===== src/rtl/fill_pkg.sv =====
package fill_pkg;
    localparam int unsigned DEF_BLK_W   = 20;
    localparam int unsigned DEF_DATA_W  = 32;
    localparam int unsigned DEF_WORDS   = 8;
    localparam int unsigned DEF_BANKS   = 4;
    localparam int unsigned DEF_LAT     = 20;

    typedef enum logic {
        MODE_ONE_BANK = 1'b0,
        MODE_SPREAD   = 1'b1
    } fill_mode_e;
endpackage


===== src/rtl/fill_bank_timer.sv =====
module fill_bank_timer #(
    parameter int unsigned LAT = 20
) (
    input  logic clk,
    input  logic rst_n,
    input  logic start_i,
    output logic free_o
);
    localparam int unsigned CNT_W = $clog2(LAT + 1);

    logic [CNT_W-1:0] cnt_d, cnt_q;

    always_comb begin
        cnt_d = cnt_q;
        if (start_i) begin
            cnt_d = CNT_W'(LAT);
        end else if (cnt_q != '0) begin
            cnt_d = cnt_q - 1'b1;
        end
    end

    always_ff @(posedge clk) begin
        if (!rst_n) cnt_q <= '0;
        else        cnt_q <= cnt_d;
    end

    assign free_o = (cnt_q == '0);


    start_idle_chk: assert property (@(posedge clk) disable iff (!rst_n)
        start_i |-> (cnt_q == '0));
endmodule


===== src/rtl/fill_seq.sv =====
module fill_seq #(
    parameter int unsigned BLK_W = 20,
    parameter int unsigned WORDS = 8,
    parameter int unsigned BANKS = 4
) (
    input  logic                            clk,
    input  logic                            rst_n,
    input  logic                            req_valid_i,
    input  logic [BLK_W-1:0]                req_blk_i,
    input  logic                            req_ilv_i,
    input  logic [BANKS-1:0]                bank_free_i,
    input  logic                            finish_i,
    output logic                            busy_o,
    output logic                            mem_avalid_o,
    output logic [BLK_W+$clog2(WORDS)-1:0]  mem_addr_o,
    output logic [BANKS-1:0]                bank_start_o
);
    import fill_pkg::*;

    localparam int unsigned IDX_W  = $clog2(WORDS);
    localparam int unsigned BANK_W = $clog2(BANKS);

    typedef struct packed {
        logic             busy;
        fill_mode_e       mode;
        logic [BLK_W-1:0] blk;
        logic [IDX_W:0]   idx;
    } seq_t;

    seq_t             d, q;
    logic [BANK_W-1:0] sel;
    logic             issue;

    always_comb begin
        d     = q;
        sel   = (q.mode == MODE_SPREAD) ? q.idx[BANK_W-1:0] : '0;
        issue = q.busy && (q.idx < (IDX_W+1)'(WORDS)) && bank_free_i[sel];

        if (req_valid_i && !q.busy) begin
            d.busy = 1'b1;
            d.mode = req_ilv_i ? MODE_SPREAD : MODE_ONE_BANK;
            d.blk  = req_blk_i;
            d.idx  = '0;
        end
        if (issue) begin
            d.idx = q.idx + 1'b1;
        end
        if (finish_i) begin
            d.busy = 1'b0;
        end
    end

    always_ff @(posedge clk) begin
        if (!rst_n) q <= '0;
        else        q <= d;
    end

    assign busy_o       = q.busy;
    assign mem_avalid_o = issue;
    assign mem_addr_o   = {q.blk, q.idx[IDX_W-1:0]};
    assign bank_start_o = issue ? (BANKS'(1) << sel) : '0;


    hold_req_chk: assert property (@(posedge clk) disable iff (!rst_n)
        (q.busy && req_valid_i && !finish_i) |=>
            (q.blk == $past(q.blk) && q.mode == $past(q.mode) && q.busy));


    all_issued_chk: assert property (@(posedge clk) disable iff (!rst_n)
        finish_i |-> (q.idx == (IDX_W+1)'(WORDS)));


    single_gap_chk: assert property (@(posedge clk) disable iff (!rst_n)
        (issue && q.mode == MODE_ONE_BANK) |=> !issue);
endmodule


===== src/rtl/fill_collect.sv =====
module fill_collect #(
    parameter int unsigned DATA_W = 32,
    parameter int unsigned WORDS  = 8
) (
    input  logic                    clk,
    input  logic                    rst_n,
    input  logic                    rvalid_i,
    input  logic [DATA_W-1:0]       rdata_i,
    output logic                    last_o,
    output logic [WORDS*DATA_W-1:0] blk_data_o,
    output logic                    done_o
);
    localparam int unsigned IDX_W = $clog2(WORDS);

    typedef struct packed {
        logic [IDX_W-1:0]             rcnt;
        logic                         done;
        logic [WORDS-1:0][DATA_W-1:0] words;
    } col_t;

    col_t d, q;

    always_comb begin
        d      = q;
        d.done = 1'b0;
        last_o = rvalid_i && (q.rcnt == IDX_W'(WORDS - 1));
        if (rvalid_i) begin
            d.words[q.rcnt] = rdata_i;
            d.rcnt          = q.rcnt + 1'b1;
        end
        if (last_o) begin
            d.done = 1'b1;
        end
    end

    always_ff @(posedge clk) begin
        if (!rst_n) q <= '0;
        else        q <= d;
    end

    assign blk_data_o = q.words;
    assign done_o     = q.done;


    done_pulse_chk: assert property (@(posedge clk) disable iff (!rst_n)
        q.done |=> !q.done);
endmodule


===== src/rtl/fill_ctrl.sv =====
module fill_ctrl #(
    parameter int unsigned BLK_W      = fill_pkg::DEF_BLK_W,
    parameter int unsigned DATA_W     = fill_pkg::DEF_DATA_W,
    parameter int unsigned WORDS      = fill_pkg::DEF_WORDS,
    parameter int unsigned BANKS      = fill_pkg::DEF_BANKS,
    parameter int unsigned ACCESS_LAT = fill_pkg::DEF_LAT
) (
    input  logic                            clk,
    input  logic                            rst_n,
    input  logic                            req_valid,
    input  logic [BLK_W-1:0]                req_blk,
    input  logic                            req_interleave,
    output logic                            busy,
    output logic                            mem_avalid,
    output logic [BLK_W+$clog2(WORDS)-1:0]  mem_addr,
    input  logic                            mem_rvalid,
    input  logic [DATA_W-1:0]               mem_rdata,
    output logic [WORDS*DATA_W-1:0]         blk_data,
    output logic                            done
);
    logic [BANKS-1:0] bank_free;
    logic [BANKS-1:0] bank_start;
    logic             finish;

    fill_seq #(.BLK_W(BLK_W), .WORDS(WORDS), .BANKS(BANKS)) u_seq (
        .clk          (clk),
        .rst_n        (rst_n),
        .req_valid_i  (req_valid),
        .req_blk_i    (req_blk),
        .req_ilv_i    (req_interleave),
        .bank_free_i  (bank_free),
        .finish_i     (finish),
        .busy_o       (busy),
        .mem_avalid_o (mem_avalid),
        .mem_addr_o   (mem_addr),
        .bank_start_o (bank_start)
    );

    for (genvar b = 0; b < BANKS; b++) begin : g_bank
        fill_bank_timer #(.LAT(ACCESS_LAT)) u_timer (
            .clk     (clk),
            .rst_n   (rst_n),
            .start_i (bank_start[b]),
            .free_o  (bank_free[b])
        );
    end

    fill_collect #(.DATA_W(DATA_W), .WORDS(WORDS)) u_col (
        .clk        (clk),
        .rst_n      (rst_n),
        .rvalid_i   (mem_rvalid),
        .rdata_i    (mem_rdata),
        .last_o     (finish),
        .blk_data_o (blk_data),
        .done_o     (done)
    );


    addr_needs_busy_chk: assert property (@(posedge clk) disable iff (!rst_n)
        mem_avalid |-> busy);


    idle_on_done_chk: assert property (@(posedge clk) disable iff (!rst_n)
        done |-> !busy);


    start_on_accept_chk: assert property (@(posedge clk) disable iff (!rst_n)
        (req_valid && !busy && !done) |=> (busy && mem_avalid));
endmodule


===== config.mk =====
export PLATFORM = sky130hd
export DESIGN_NAME = fill_ctrl
export DESIGN_NICKNAME = d
export VERILOG_FILES = /design/src/rtl/fill_pkg.sv /design/src/rtl/fill_bank_timer.sv /design/src/rtl/fill_seq.sv /design/src/rtl/fill_collect.sv /design/src/rtl/fill_ctrl.sv
export SDC_FILE = /design/constraint.sdc
export NUM_CORES = 1
export LEC_CHECK = 0
export BUFFER_PORTS_ARGS = -buffer_cell sky130_fd_sc_hd__buf_2
export CORE_MARGIN = 1
export CORE_UTILIZATION = 40
export DETAILED_ROUTE_END_ITERATION = 10
export HOLD_SLACK_MARGIN = 0.1
export PLACE_DENSITY = 0.69
export REMOVE_ABC_BUFFERS = 1
export SYNTH_ARGS = -nofsm -noshare
export SYNTH_HDL_FRONTEND = slang
export SYNTH_SLANG_ARGS = --single-unit

===== constraint.sdc =====
create_clock -name clk -period 2.6 [get_ports clk]
set_input_delay 0.13 -clock clk [delete_from_list [all_inputs] [get_ports clk]]
set_output_delay 0.13 -clock clk [all_outputs]
set_load 0.005 [all_outputs]

==> summary.md <==
| Metric | Value |
|---|---|
| Status | finished clean |
| Minimum period implied by the final worst setup slack | 2.324 ns |
| Seq/Total Area, Yosys | 44.11% |
| Gpl congestion | 0.7901 |
| Clk_lat worst skew | 0.51 ns |
| RSZ-0062 raised after global routing | no |
| Worst Path Required | 2.47 ns |
| Drt wl/cell | 17.26 um |
| Final Util | 45.81% |
| Yosys top cell area share | 44.11% |
| Crit-path cells | inv_1 > ha_1 > nor4b_4 > o32ai_1 > nor2_1 > buf_2 |
| Setup TNS Final | 0 ns |
| CP peak stage delay | 0.43 ns |
| Non-filler instance count after layout | 2216 |
| Max-slew violations | 0 |
| First-pass GRT wire length | 58.38 mm |
| Drt pass-1 iters | 5 |
| IO buf count | 338 |
| Area of the mapped netlist | 13890 um^2 |
| Initial DRC Count | 474 |
| Total CTS buffers | 34 |
| Critical Path Fanout Max | 7 |
| Antenna viol nets, final | 0 |
| Final WL | 38.24 mm |
| Mean area per synthesized cell | 8.213 um^2 |
| Fin crit share | 89.37% |
| Placed instance count | 2100 |
| VDD IR max | 0.5081 mV |
| GRT Util Overall | 20.98% |
| Commonest non-fill, non-tap cell in the layout | nand2_1 |
| Setup violators final | 0 |
| Initial Utilization | 41.01% |
| Synth Flop Type | dfxtp_1 |
| Worst Tran Pin Value | 0.5464 ns |
| # clock sinks | 306 |
| Die width | 188.3 um |
| CP max-delay cell | nor4b_4 |
| CTS max path bufs | 3 |
| Hold violation count in the final report | 0 |
| Worst path buffer plus inverter count | 2 |
| Gr ovfl total | 0 |
| Cells after synthesis | 1691 |
| Num rows | 67 |
| FMAX | 0.4303 GHz |
| Synth Warn # | 0 |
| Setup WS pre-CTS | 0.5948 ns |
| Clock Root Buffer | clkbuf_16 |
| Register bit total from synthesis | 306 |
| Biggest area consumer among synthesized cells | dfxtp_1 |
| Layout cells sized above 1 | 24.60% |
| IO Count | 339 |
| PD cells | 715.1 nW/um^2 |
| Setup Skew | 0.009324 ns |
| Core box area | 33870 um^2 |
| Detail Placement HPWL | 24.78 mm |
| Vias | 10585 |
| Final setup margin | 0.2763 ns |
| Worst setup SP type | flop |
| Ranking of synthesized cells by area | dfxtp_1, nand2_1, a21boi_0, buf_4, clkbuf_1 |
| Maxcap violations | 0 |
| Worst hold path class | primary input to flop |
| Layout area overhead | 11.70% |
| Maximum level of the CTS H-tree | 2 |
| Residual DRC | 0 |
| Largest net degree at the start of global routing | 112 |
| Vias in the first global route | 10293 |
| Number of flops mapped to enable cells by yosys | 0 |
| Most frequent cells in the layout | nand2_1, buf_2, dfxtp_1 |
| Die height | 188.3 um |
| CTS tree | built |
| Initial antenna violation count | 0 |
| Rel. slew slack | 63.57% |
| Die area | 35470 um^2 |
| Kind of critical path | flop to output pin |
| Nets | 1809 |
| Antenna diodes | 0 |
| Fraction of registers with async set/reset | 0% |
| Top Family by Delay on Critical Path | simple AND/OR/NAND/NOR gates |
| Yosys cell types | 40 |
| Via density | 4.777 |
| Clk slew on worst S/H paths | 0.06 ns |
| CP endpoint kind | output pin |
| P_leak | 6.442 nW |
| CP Data Arrival Time | 2.19 ns |
[cells by family after synthesis]
group           share of synthesized area [%]
buf+inv                                 19.05
simple gates                            19.08
xor+xnor                               0.3784
compound gates                          16.31
mux                                    0.4505
fa+ha+maj                              0.6306
flops                                   44.11
[through the flow]
step	instance area (um^2)	hold slack (ns)	total power, mW
finish	15510	0.4315	11.09
CTS	15500	0.4105	11.18
detailed placement	13890	0.3888	6.559
floorplan	11280	0.2194	5.977
global placement	13890	0.3823	6.500
global route	15510	0.4427	11.58
[where the power goes]
group | leakage, nW | internal [mW] | switching (mW)
Combinational | 3.44 | 0.675 | 0.791
Clock | 0.521 | 2.67 | 1.86
Sequential | 2.48 | 4.91 | 0.189
Total | 6.44 | 8.25 | 2.84
[worst reg2reg max path: cells and delay by family (launching register included)]
kind                   cells  cell delay [ns]
AO/OA/AOI/OAI              1             0.21
buffers and inverters      1             0.35
flip-flops                 1             0.40
AND/OR/NAND/NOR            3             0.97
[final cells by class]
type	instances	area, um^2
clock buffer	52	1010
tap	448	560.5
fill	3290	18350
timing repair buffer	419	2536
inverter	9	33.78
multi-input combinational	975	5209
sequential	306	6126
clock inverter	7	38.79
[state kept, by name, summed over array words and instances (netlist names)]
name / count
g_bank.u_timer.cnt_q: 20
u_col.blk_data_o: 256
u_col.done_o: 1
u_col.q: 3
u_seq.busy_o: 1
u_seq.mem_addr_o: 23
u_seq.q: 2
[synth_stat cells (all sizes together), types with 2 or more instances]
cell type / instances
nor2b: 7
o21ai: 4
dfxtp: 306
mux2: 2
a211oi: 2
a21boi: 287
nor2: 20
or4b: 3
inv: 9
nand3: 7
and3: 7
nor3: 8
nand2b: 10
and2: 2
xor2: 4
a21oi: 2
nand3b: 4
nor4b: 4
clkbuf: 75
ha: 7
mux2i: 4
buf: 326
nand2: 578
xnor2: 2
[worst paths after layout]
| check | from | endpoint | slack, ns | cells after the start |
|---|---|---|---|---|
| worst max register to register | u_col.q[259] | u_col.blk_data_o[109] | 0.59 | 5 |
| worst min register to register | u_col.blk_data_o[124] | u_col.blk_data_o[124] | 0.46 | 2 |
| worst max-delay path | g_bank[2].u_timer.cnt_q[0] | mem_avalid | 0.28 | 6 |
| worst min-delay path | req_blk[5] | u_seq.mem_addr_o[8] | 0.43 | 4 |
[timing repair]
| item | in CTS | in global routing |
|---|---|---|
| hold endpoints to repair | 281 | 0 |
| setup endpoints to repair | 0 | 1 |
| hold buffers | 57 | 0 |
| setup buffers | 0 | 0 |
| gates resized for setup | 0 | 1 |
[layer usage]
layer / up-vias / routed length, um / global-route usage [%]
met3: 62 / 2931 / 5.234
met2: 366 / 17880 / 35.37
met5: - / 0 / 0
li1: 5194 / - / -
met4: 0 / 900 / 5.893
met1: 4963 / 16530 / 26.47
Power figures use the tool's default switching activity.
